===== config.mk =====
export PLATFORM = sky130hd
export DESIGN_NAME = alu_modrm_decoder
export DESIGN_NICKNAME = d
export VERILOG_FILES = /design/src/rtl/alu_dec_pkg.sv /design/src/rtl/alu_opc_classify.sv /design/src/rtl/alu_modrm_map.sv /design/src/rtl/alu_dec_seq.sv /design/src/rtl/alu_modrm_decoder.sv
export SDC_FILE = /design/constraint.sdc
export NUM_CORES = 1
export LEC_CHECK = 0
export BUFFER_PORTS_ARGS = -buffer_cell sky130_fd_sc_hd__clkbuf_2
export CORE_ASPECT_RATIO = 1.2
export CORE_MARGIN = 2
export CORE_UTILIZATION = 51
export DETAILED_ROUTE_END_ITERATION = 6
export GPL_TIMING_DRIVEN = 0
export PLACE_DENSITY = 0.79
export SETUP_SLACK_MARGIN = 0.02
export SYNTH_ARGS = -nofsm -noshare
export SYNTH_HDL_FRONTEND = slang
export SYNTH_SLANG_ARGS = --single-unit

===== constraint.sdc =====
create_clock -name clk -period 1.9 [get_ports clk]
set_input_delay 0.285 -clock clk [delete_from_list [all_inputs] [get_ports clk]]
set_output_delay 0.285 -clock clk [all_outputs]
set_load 0.02 [all_outputs]

===== src/rtl/alu_dec_pkg.sv =====
package alu_dec_pkg;
   localparam int REG_W  = 3;
   localparam int DLEN_W = 2;

   typedef enum logic [2:0] {
      OP_ADD = 3'd0, OP_OR  = 3'd1, OP_ADC = 3'd2, OP_SBB = 3'd3,
      OP_AND = 3'd4, OP_SUB = 3'd5, OP_XOR = 3'd6, OP_CMP = 3'd7
   } alu_op_e;

   typedef struct packed {
      alu_op_e           op;
      logic              wide;
      logic              dst_mem;
      logic [REG_W-1:0]  dst_reg;
      logic              src_mem;
      logic [REG_W-1:0]  src_reg;
      logic [DLEN_W-1:0] disp_len;
   } dec_rec_t;
endpackage


===== src/rtl/alu_opc_classify.sv =====
module alu_opc_classify
   import alu_dec_pkg::*;
#(
   parameter int BYTE_W   = 8,
   parameter int LOW_MAX  = 3
) (
   input  logic [BYTE_W-1:0] opc,
   output logic              supported,
   output alu_op_e           op,
   output logic              wide,
   output logic              dir
);
   localparam logic [2:0] LOW_LIM = 3'(LOW_MAX);

   if (LOW_MAX < 0 || LOW_MAX > 3) begin : g_bad_low
      $error("LOW_MAX must lie in 0..3");
   end

   always_comb begin
      supported = (opc[7:6] == 2'b00) && (opc[2:0] <= LOW_LIM);
      op        = alu_op_e'(opc[5:3]);
      wide      = opc[0];
      dir       = opc[1];
   end
endmodule


===== src/rtl/alu_modrm_map.sv =====
module alu_modrm_map
   import alu_dec_pkg::*;
#(
   parameter int BYTE_W = 8
) (
   input  logic [BYTE_W-1:0] modrm,
   input  logic              dir,
   output logic              dst_mem,
   output logic [REG_W-1:0]  dst_reg,
   output logic              src_mem,
   output logic [REG_W-1:0]  src_reg,
   output logic [DLEN_W-1:0] disp_len
);
   logic [1:0]       mod_f;
   logic [REG_W-1:0] reg_f;
   logic [REG_W-1:0] rm_f;
   logic             rm_is_mem;

   always_comb begin
      mod_f     = modrm[7:6];
      reg_f     = modrm[5:3];
      rm_f      = modrm[2:0];
      rm_is_mem = (mod_f != 2'd3);
      if (dir) begin
         dst_mem = 1'b0;      dst_reg = reg_f;
         src_mem = rm_is_mem; src_reg = rm_f;
      end else begin
         dst_mem = rm_is_mem; dst_reg = rm_f;
         src_mem = 1'b0;      src_reg = reg_f;
      end
      case (mod_f)
         2'd1:    disp_len = 2'd1;
         2'd2:    disp_len = 2'd2;
         2'd0:    disp_len = (rm_f == 3'd6) ? 2'd2 : 2'd0;
         default: disp_len = 2'd0;
      endcase
   end

   // the reg field never names memory
   always_comb begin
      assert_one_mem_R6: assert (!(dst_mem && src_mem))
         else $error("both operands marked memory");
   end
endmodule


===== src/rtl/alu_dec_seq.sv =====
module alu_dec_seq
   import alu_dec_pkg::*;
#(
   parameter bit ERR_REG = 1'b1
) (
   input  logic     clk,
   input  logic     rst_n,
   input  logic     in_valid,
   output logic     in_ready,
   input  logic     opc_ok,
   input  alu_op_e  opc_op,
   input  logic     opc_wide,
   input  logic     opc_dir,
   input  dec_rec_t mapped,
   output logic     dir_q,
   output logic     rec_valid,
   input  logic     rec_ready,
   output dec_rec_t rec,
   output logic     err_unsup
);
   typedef enum logic [1:0] {S_OPC, S_MODRM, S_DISP, S_OUT} st_e;

   st_e             state;
   logic [DLEN_W-1:0] cnt;
   alu_op_e         op_q;
   logic            wide_q;
   dec_rec_t        rec_q;
   logic            take;
   logic            bad_now;

   assign in_ready  = (state != S_OUT);
   assign take      = in_valid && in_ready;
   assign bad_now   = take && (state == S_OPC) && !opc_ok;
   assign rec_valid = (state == S_OUT);
   assign rec       = rec_q;

   always_ff @(posedge clk) begin
      if (!rst_n) begin
         state  <= S_OPC;
         cnt    <= '0;
         op_q   <= OP_ADD;
         wide_q <= 1'b0;
         dir_q  <= 1'b0;
         rec_q  <= '0;
      end else begin
         case (state)
            S_OPC: if (take && opc_ok) begin
               op_q   <= opc_op;
               wide_q <= opc_wide;
               dir_q  <= opc_dir;
               state  <= S_MODRM;
            end
            S_MODRM: if (take) begin
               rec_q      <= mapped;
               rec_q.op   <= op_q;
               rec_q.wide <= wide_q;
               cnt        <= mapped.disp_len;
               state      <= (mapped.disp_len == '0) ? S_OUT : S_DISP;
            end
            S_DISP: if (take) begin
               cnt <= cnt - 1'b1;
               if (cnt == DLEN_W'(1)) state <= S_OUT;
            end
            default: if (rec_ready) state <= S_OPC;
         endcase
      end
   end

   if (ERR_REG) begin : g_err_reg
      logic err_q;
      always_ff @(posedge clk) begin
         if (!rst_n) err_q <= 1'b0;
         else        err_q <= bad_now;
      end
      assign err_unsup = err_q;
   end else begin : g_err_comb
      assign err_unsup = bad_now;
   end

   // pending record is held unchanged
   assert_hold_R9: assert property (@(posedge clk) disable iff (!rst_n)
      rec_valid && !rec_ready |=> rec_valid && $stable(rec));
   // no byte taken while pending
   assert_stall_R9: assert property (@(posedge clk) disable iff (!rst_n)
      rec_valid |-> !in_ready);
   // an error is never followed at once by a record
   assert_err_norec_R2: assert property (@(posedge clk) disable iff (!rst_n)
      err_unsup |-> !rec_valid);
   // record only appears right after a byte is consumed
   assert_rec_after_byte_R8: assert property (@(posedge clk) disable iff (!rst_n)
      $rose(rec_valid) |-> $past(in_valid));
   // displacement length legal
   assert_disp_len_R8: assert property (@(posedge clk) disable iff (!rst_n)
      rec_valid |-> rec.disp_len != 2'd3);
endmodule


===== src/rtl/alu_modrm_decoder.sv =====
module alu_modrm_decoder
   import alu_dec_pkg::*;
#(
   parameter int BYTE_W  = 8,
   parameter int LOW_MAX = 3,
   parameter bit ERR_REG = 1'b1
) (
   input  logic              clk,
   input  logic              rst_n,
   input  logic              in_valid,
   input  logic [BYTE_W-1:0] in_data,
   output logic              in_ready,
   output logic              rec_valid,
   input  logic              rec_ready,
   output logic [2:0]        rec_op,
   output logic              rec_wide,
   output logic              rec_dst_mem,
   output logic [REG_W-1:0]  rec_dst_reg,
   output logic              rec_src_mem,
   output logic [REG_W-1:0]  rec_src_reg,
   output logic [DLEN_W-1:0] rec_disp_len,
   output logic              err_unsup
);
   if (BYTE_W != 8) begin : g_bad_width
      $error("BYTE_W must be 8");
   end

   logic     opc_ok, opc_wide, opc_dir, dir_q;
   alu_op_e  opc_op;
   dec_rec_t mapped, rec;

   alu_opc_classify #(.BYTE_W(BYTE_W), .LOW_MAX(LOW_MAX)) u_cls (
      .opc(in_data), .supported(opc_ok), .op(opc_op),
      .wide(opc_wide), .dir(opc_dir));

   always_comb begin
      mapped.op   = OP_ADD;
      mapped.wide = 1'b0;
   end

   alu_modrm_map #(.BYTE_W(BYTE_W)) u_map (
      .modrm(in_data), .dir(dir_q),
      .dst_mem(mapped.dst_mem), .dst_reg(mapped.dst_reg),
      .src_mem(mapped.src_mem), .src_reg(mapped.src_reg),
      .disp_len(mapped.disp_len));

   alu_dec_seq #(.ERR_REG(ERR_REG)) u_seq (
      .clk(clk), .rst_n(rst_n), .in_valid(in_valid), .in_ready(in_ready),
      .opc_ok(opc_ok), .opc_op(opc_op), .opc_wide(opc_wide), .opc_dir(opc_dir),
      .mapped(mapped), .dir_q(dir_q), .rec_valid(rec_valid),
      .rec_ready(rec_ready), .rec(rec), .err_unsup(err_unsup));

   assign rec_op       = rec.op;
   assign rec_wide     = rec.wide;
   assign rec_dst_mem  = rec.dst_mem;
   assign rec_dst_reg  = rec.dst_reg;
   assign rec_src_mem  = rec.src_mem;
   assign rec_src_reg  = rec.src_reg;
   assign rec_disp_len = rec.disp_len;

   // at most one memory operand at the ports
   assert_mem_excl_R6: assert property (@(posedge clk) disable iff (!rst_n)
      rec_valid |-> !(rec_dst_mem && rec_src_mem));
endmodule


======== Word-level counts from Yosys, hierarchy flattened ========
Cells that the tools add are included.
operators by class
  bitwise logic cells ..................... 0
  add/subtract/negate cells ............... 1
  div/mod/pow operators ................... 0
  shifts and indexed selects .............. 0
  order comparisons ....................... 1
  multiplexer cells ....................... 16
  equal/unequal tests ..................... 13
  reductions and logical operators ........ 15
  $mul .................................... 0
operators by type and width
  kind                                                                     number
  2-bit 2-to-1 mux                                                         8
  2-bit case mux with 3 select lines                                       2
  2-bit by 1-bit == test with 1-bit output, second input constant          3
  2-bit == test, second input constant                                     3
  2-bit logical NOT                                                        3
  3-bit 2-to-1 mux                                                         2
  2-bit by 1-bit inequality test with 1-bit output, second input constant  3
  2-bit inequality test, second input constant                             3
  1-bit logical AND                                                        5
  5-bit AND reduction                                                      1
  2-bit case mux with 2 select lines                                       1
  2-bit AND reduction                                                      2
  4-bit nonzero test                                                       1
  3-bit == test, second input constant                                     1
  3-bit by 2-bit <= comparator with 1-bit output, second input constant    1
  1-bit 2-to-1 mux                                                         3
  3-bit AND reduction                                                      1
  2-bit nonzero test                                                       1
  2-bit by 1-bit subtractor with 2-bit output, second input constant       1
  1-bit logical NOT                                                        1
storage, ports and cells
  bits in writable memories ............... 0
  latch bits .............................. 0
  output and inout port bits .............. 17
  logic and storage cells ................. 59
  bits of input ports ..................... 12
  register bits after elaboration ......... 24
  bits in read-only memories .............. 0
  memories ................................ 0

======== Depth between registers and ports, before layout ========
Gate-level depths: netlist (run 1).
  depth in word-level cells ............... 7
  depth in mapped cells ................... 7
  mapped depth without buffers ............ 6

======== By module ========
A second synthesis (run 1) with hierarchy kept.
second synthesis, totals
  cell total of the unflattened synthesis .. 139
  area, all modules ....................... 1226.2 um^2
modules (own cells, without submodules)
  module             area an instance (um^2)  sequential area each (um^2)  instances  cells each
  alu_dec_seq        1038.5                   480.5                        1          119
  alu_modrm_map      136.4                    0.0                          1          13
  alu_opc_classify   47.5                     0.0                          1          6
  alu_modrm_decoder  3.8                      0.0                          1          1

======== Least setup slack after synthesis (run 1) ========
No wires, ideal clock.
  path type ............................... reg-to-reg
  from .................................... reg u_seq.state[0]
  to ...................................... reg u_seq.state[0]
  setup slack ............................. 348 ps
  setup time .............................. 72 ps
  data arrival time ....................... 1480 ps
  required time ........................... 1828 ps
  cell stages (with the launch flop) ...... 7
  clock period less this slack ............ 1552 ps
  path buffers ............................ 1
  cell sequence ........................... dfxtp_1 -> ha_1 -> nor2b_1 -> and3_1 -> buf_6 -> o22ai_4 -> mux2i_1
between the ends
  cells in the longest elaborated chain, start to end .. 5
  elaborated cells on any way between the ends .. 13
  classes of those cells .................. 7 x eq/ne; 1 x mux; 5 x reduce/logical
RTL lines
  element                          RTL line           RTL
  start: declaration               alu_dec_seq.sv:23  st_e state;
  start signal: assignment         alu_dec_seq.sv:58  state <= (mapped.disp_len == '0) ? S_OUT : S_DISP;
  2-bit inequality test            alu_dec_seq.sv:31  assign in_ready = (state != S_OUT);
  1-bit logical AND                alu_dec_seq.sv:32  assign take = in_valid && in_ready;
  1-bit logical AND                alu_dec_seq.sv:47  S_OPC: if (take && opc_ok) begin
  2-bit inequality test (no line)  --
  5-bit AND reduction (no line)    --
Several ways; a longest one is shown, not always the timed one.
A chain may end at the register's enable or synchronous reset.

======== Final worst setup path (run 1) ========
  from .................................... reg u_seq.state[0]
  to ...................................... reg u_seq.dir_q
between the ends
  cells in the longest elaborated chain, start to end .. 4
  elaborated cells on any way between the ends .. 5
  classes of those cells .................. 1 x eq/ne; 4 x reduce/logical
RTL lines
  element                            RTL line           RTL
  2-bit inequality test              alu_dec_seq.sv:31
  1-bit logical AND                  alu_dec_seq.sv:32
  1-bit logical AND                  alu_dec_seq.sv:47
  2-bit AND reduction (no line) (*)  --
  end signal: assignment             alu_dec_seq.sv:50  dir_q <= opc_dir;
  end: declaration                   alu_dec_seq.sv:15  output logic dir_q,
Mark *: on every way between the ends. The rest lies on a longest branch, timed or not.

==> results of run 1 <==
-- power by group --
| part | leakage [nW] | total, mW | internal [mW] | switching, mW |
|---|---|---|---|---|
| registers | 0.194 | 0.541 | 0.527 | 0.0139 |
| logic | 0.350 | 0.183 | 0.0720 | 0.111 |
| clock network | 0.0279 | 0.369 | 0.213 | 0.156 |
| total | 0.572 | 1.09 | 0.812 | 0.280 |
-- Yosys cell counts, drive strengths merged --
cell type	number
and3	1
a21oi	11
a221oi	1
a211oi	6
dfxtp	24
nand2	21
buf	4
clkbuf	3
a211o	1
mux2i	13
ha	6
and2	2
o221a	1
o21ai	2
nand3	2
inv	6
a311oi	1
nor2	16
nor3	3
nor2b	2
nand3b	2
nand2b	2
o22ai	1
-- layer usage --
metal  vias to the layer above  track usage, %  wire length, um
met4                         0            7.14               38
met3                         5            2.92              110
met2                        27            34.4             1260
met1                       464            26.7             1040
met5                         -               0                0
li1                        510               -                -
-- cell type report --
type                            count  area, um2  share of cell area (%)
Tap cell                           30       37.5                    2.73
Clock buffer                        3       22.5                    1.64
Sequential cell                    24        480                    35.0
Timing Repair Buffer               28        140                    10.2
Clock inverter                      1       30.0                    2.19
Inverter                            6       22.5                    1.64
Multi-Input combinational cell     94        601                    43.7
Buffer                              7       40.0                    2.91
-- worst max-delay path, stage by stage (launching register included) --
cell,delay [ns]
dfxtp_1,0.38
ha_1,0.28
nor2b_1,0.29
and3_1,0.23
buf_6,0.15
mux2i_1,0.21
nor2_1,0.06
-- registers in the layout, indices dropped and copies added, names as in the netlist --
register / cells
u_seq.cnt: 2
u_seq.rec: 14
u_seq.err_unsup: 1
u_seq.op_q: 3
u_seq.wide_q: 1
u_seq.state: 2
u_seq.dir_q: 1
-- metrics by stage --
| step | power (mW) | utilization, % | worst slack [ns] | hold WS (ns) |
|---|---|---|---|---|
| 6_report | 1.09 | 65.6 | 0.214 | 0.218 |
| 5_1_grt | 1.16 | 65.6 | 0.133 | 0.215 |
| 4_1_cts | 1.10 | 65.6 | 0.221 | 0.215 |
| 3_5_place_dp | 0.734 | 63.1 | 0.242 | 0.449 |
| 3_3_place_gp | 0.727 | 63.1 | 0.325 | 0.442 |
| 2_1_floorplan | 0.675 | - | 0.348 | 0.411 |
-- how the worst max path moves through the flow --
stage                        start             end  slack [ns]  cells after the start
floorplan           u_seq.state[0]  u_seq.state[0]        0.35                      6
global route        u_seq.state[0]     u_seq.dir_q        0.13                      6
finish              u_seq.state[0]     u_seq.dir_q        0.21                      6
global placement    u_seq.state[0]     u_seq.dir_q        0.32                      6
CTS                 u_seq.state[0]     u_seq.dir_q        0.22                      6
detailed placement  u_seq.state[0]     u_seq.dir_q        0.24                      6
-- cell families (layout without fill, tap and decap cells) --
kind of cell / after synthesis / in the layout
AO/OA/AOI/OAI: 24 / 24
adder cells (fa/ha/maj): 6 / 6
buffers and inverters: 13 / 45
flip-flops: 24 / 24
multiplexers: 13 / 13
AND/OR/NAND/NOR: 51 / 51
==> run summary, run 1 <==
max-slew violation count - 0
area grow syn2layout - 20.1%
Synth Net Count - 149
Critical Path Source Type - flip-flop
TritonCTS clock tree - done
via count - 1006
simple-gate share of the synthesized area - 19.9%
initial core utilization - 54.6%
CTS H-tree depth - 1
reg2reg start - u_seq.state[0]
final wirelength - 2.44 mm
Unique masters post-synth - 29
Synth Area in XOR/XNOR - 0%
reg2reg path depth - 6
post-synthesis adder-cell area fraction - 6.56%
layout net count - 182
clk root buf - clkbuf_4
I/O pin count - 29
WHS Path Cells - 3
post-synth top area share - 42.0%
post-route cell area - 1370 um2
worst skew pair latency - 0.32 ns
row count - 18
power per cell area - 795 nW/um2
fmax - 0.593 GHz
period utilisation layout - 88.8%
Crit. End Element - flip-flop
worst-path maximum fanout - 6
DIE WIDTH - 47.2 um
post-synthesis compound-gate area fraction - 14.7%
layout cells sized above 1 - 23.9%
synthesis-stage register bit count - 24
Critical Path AT - 1.90 ns
setup TNS after final layout - 0 ns
Rel. slew slack - 63.7%
die area - 2640 um2
Hold Path End - u_seq.err_unsup
vias per inst - 5.21
die height - 55.9 um
mux cell area share after synthesis - 11.4%
Clock Sinks - 24
most common cell after layout, fill and taps aside - clkbuf_2
most area-hungry cell type in the Yosys netlist - dfxtp_1
Ys Warns - 0
Hold Fails Final Rpt - 0
cell count after placement - 189
critical path class - flip-flop to flip-flop
# hold bufs at CTS - 0
Inserted Clock Buffers - 3
Setup Fix Bufs, Post-CTS - 0
synthesized area per cell - 8.73 um2
DP HPWL - 1.87 mm
clock-pin transition on the worst setup and hold timing paths - 0.13 ns
worst IR drop on VDD - 534 uV
DR WL/cell - 12.6 um
reg2reg end - u_seq.dir_q
RSZ-0062 raised after global routing - false
most frequent cells in the layout - 29 x clkbuf_2, 24 x dfxtp_1, 21 x nand2_1, 16 x nor2_1, 13 x mux2i_1
maximum buffer depth of the clock tree - 2
P_leak - 0.572 nW
Port Buffers - 28
largest family of logic cells by synthesized area - simple AND/OR/NAND/NOR gates
Final setup viols - 0
GRT Overall Usage - 20.9%
DRC errors left - 0
Iteration-0 DRC Markers - 14
status - complete, no violations
largest net degree at the start of global routing - 15
first-pass GRT wire length - 4.13 mm
HP Class - input pin to flip-flop
Tightest Pin Transition - 0.544 ns
Synth area leaders - dfxtp_1 42%, mux2i_1 11%, nand2_1 6.9%
GRT overflow - 0
vias in the first global route - 946
sequential area share after synthesis - 42.0%
Core Footprint - 2090 um2
WP data required - 2.11 ns
Final Critical Period - 1.69 ns
clock skew - 0.00579 ns
worst reg-to-reg setup slack - 0.21 ns
initial antenna violation count - 0
maxcap violations - 0
Gate Count Post-Synth - 131
Fill cells - 191
Syn Std Cell Area - 1140 um2
post-place instance area - 1320 um2
hold path startpoint - in_valid
ant diodes - 0
post-route ant nets - 0
GPL Wtd Cong - 0.742
post-cts gate resize count - 0
Layout Cells excl Fill - 193
drt first pass iters - 4
Note: power is estimated with default switching activity, not from simulation.
==> run 2, diff against run 1 <==
==> constraint.sdc (replaced) <==
create_clock -name clk -period 1.9 [get_ports clk]
set_input_delay 0 -clock clk [delete_from_list [all_inputs] [get_ports clk]]
set_output_delay 0 -clock clk [all_outputs]
set_load 0.02 [all_outputs]
==> run 2 against run 1 <==
  * Global-route usage is 0.93 points higher
  * Register-to-register slack hardly changed
  * Maximum frequency is 0.15% lower
  * Count of clock-buffer cells in the layout stayed put
  * Non-clock buffer count is 8 higher
  * Critical endpoint unchanged
  * Largest power group unchanged
==> run summary, run 2 (synthesis gave the netlist of run 1 again) <==
status - complete, no violations
HP Class - input pin to flip-flop
I/O pin count - 29
Critical Path Source Type - flip-flop
DRC errors left - 0
Iteration-0 DRC Markers - 12
register area - 480 um2
Port Buffers - 28
post-route ant nets - 0
WHS Path Cells - 3
DP HPWL - 1.87 mm
P_leak - 0.607 nW
initial antenna violation count - 0
WHS - 0.0647 ns
Multi-input gate area - 601 um2
setup TNS after final layout - 0 ns
period utilisation layout - 88.9%
max reg flops - 14
post-route cell area - 1450 um2
fmax - 0.592 GHz
max-slew violation count - 0
clk root buf - clkbuf_4
Hold Fails Final Rpt - 0
GRT Overall Usage - 21.8%
drt first pass iters - 4
ant diodes - 0
DR WL/cell - 12.6 um
worst path bufs/invs - 1
Final setup viols - 0
GPL Wtd Cong - 0.742
crit-path cells - ha_1 > nor2b_1 > and3_1 > buf_6 > mux2i_1 > nor2_1
largest net degree at the start of global routing - 15
most common cell after layout, fill and taps aside - clkbuf_2
die height - 55.9 um
area grow syn2layout - 27.1%
CP max stage cell - dfxtp_1
die area - 2640 um2
Fill cells - 186
WP data required - 2.12 ns
most frequent cells in the layout - 29 x clkbuf_2, 24 x dfxtp_1, 21 x nand2_1, 16 x nor2_1, 13 x mux2i_1
layout net count - 190
clock-pin transition on the worst setup and hold timing paths - 0.14 ns
Clock Sinks - 24
total power draw - 1.11 mW
reg2reg start - u_seq.state[0]
final core utilization - 69.4%
row count - 18
DIE WIDTH - 47.2 um
Inserted Clock Buffers - 3
hold path startpoint - in_data[2]
power per cell area - 764 nW/um2
critical path class - flip-flop to flip-flop
clock skew - 0.0118 ns
worst-path maximum fanout - 6
critical path depth - 6
Rel. slew slack - 63.3%
vias per inst - 5.24
crit path launch - u_seq.state[0]
Critical Path AT - 1.91 ns
GRT overflow - 0
TritonCTS clock tree - done
RSZ-0062 raised after global routing - false
Crit. End Element - flip-flop
maximum buffer depth of the clock tree - 2
Worst path max stage delay - 0.38 ns
maxcap violations - 0
reg2reg path depth - 6
post-place instance area - 1320 um2
CTS H-tree depth - 1
initial core utilization - 54.6%
first-pass GRT wire length - 4.32 mm
Final Critical Period - 1.69 ns
final wirelength - 2.52 mm
Core Footprint - 2090 um2
worst skew pair latency - 0.32 ns
layout cells sized above 1 - 22.8%
vias in the first global route - 990
Tightest Pin Transition - 0.550 ns
worst IR drop on VDD - 536 uV
post-cts gate resize count - 0
via count - 1053
delay-heaviest family, CP - simple AND/OR/NAND/NOR gates
[run 2: changes by cell type in the layout (fill, tap and decap cells not counted)]
cell / delta
dlygate4sd3_1: +8
[run 2: layer usage]
metal / part of all wire, % / global-route usage [%] / wire length, um
met5: 0 / 0 / 0
met3: 3.1 / 3.25 / 79
met1: 45 / 28.3 / 1120
met4: 2.1 / 7.94 / 52
met2: 50 / 35.1 / 1270
[run 2: worst paths after layout]
kind                                       to  slack, ns
worst max-delay path              u_seq.dir_q       0.21
worst max register to register    u_seq.dir_q       0.21
worst min-delay path             u_seq.rec[4]       0.06
worst min register to register  u_seq.rec[12]       0.47
[run 2: power breakdown]
| group | internal, mW | switching [mW] | leakage, nW | total (mW) |
|---|---|---|---|---|
| sequential | 0.527 | 0.0138 | 0.194 | 0.541 |
| clock | 0.213 | 0.160 | 0.0279 | 0.373 |
| combinational | 0.0834 | 0.113 | 0.385 | 0.197 |
[run 2: through the flow]
stage / instances / setup WS, ns
floorplan: 131 / 0.348
global placement: 189 / 0.325
detailed placement: 189 / 0.242
CTS: 201 / 0.221
global route: 201 / 0.104
finish: 201 / 0.211
[run 2: layout make-up]
cell class | instances | share of cell area (%)
buffer | 7 | 2.75
timing repair buffer | 36 | 15.1
clock inverter | 1 | 2.07
multi-input combinational | 94 | 41.3
sequential | 24 | 33.0
clock buffer | 3 | 1.55
tap | 30 | 2.58
inverter | 6 | 1.55
[run 2: what timing repair did]
action                    CTS  global route
buffers inserted            0             0
hold buffers                8             0
hold endpoints to repair    8             0
[run 2: tightest hold or removal path, cell delays in order]
cell      delay, ns
clkbuf_2       0.12
mux2i_1        0.14
a211oi_1       0.09
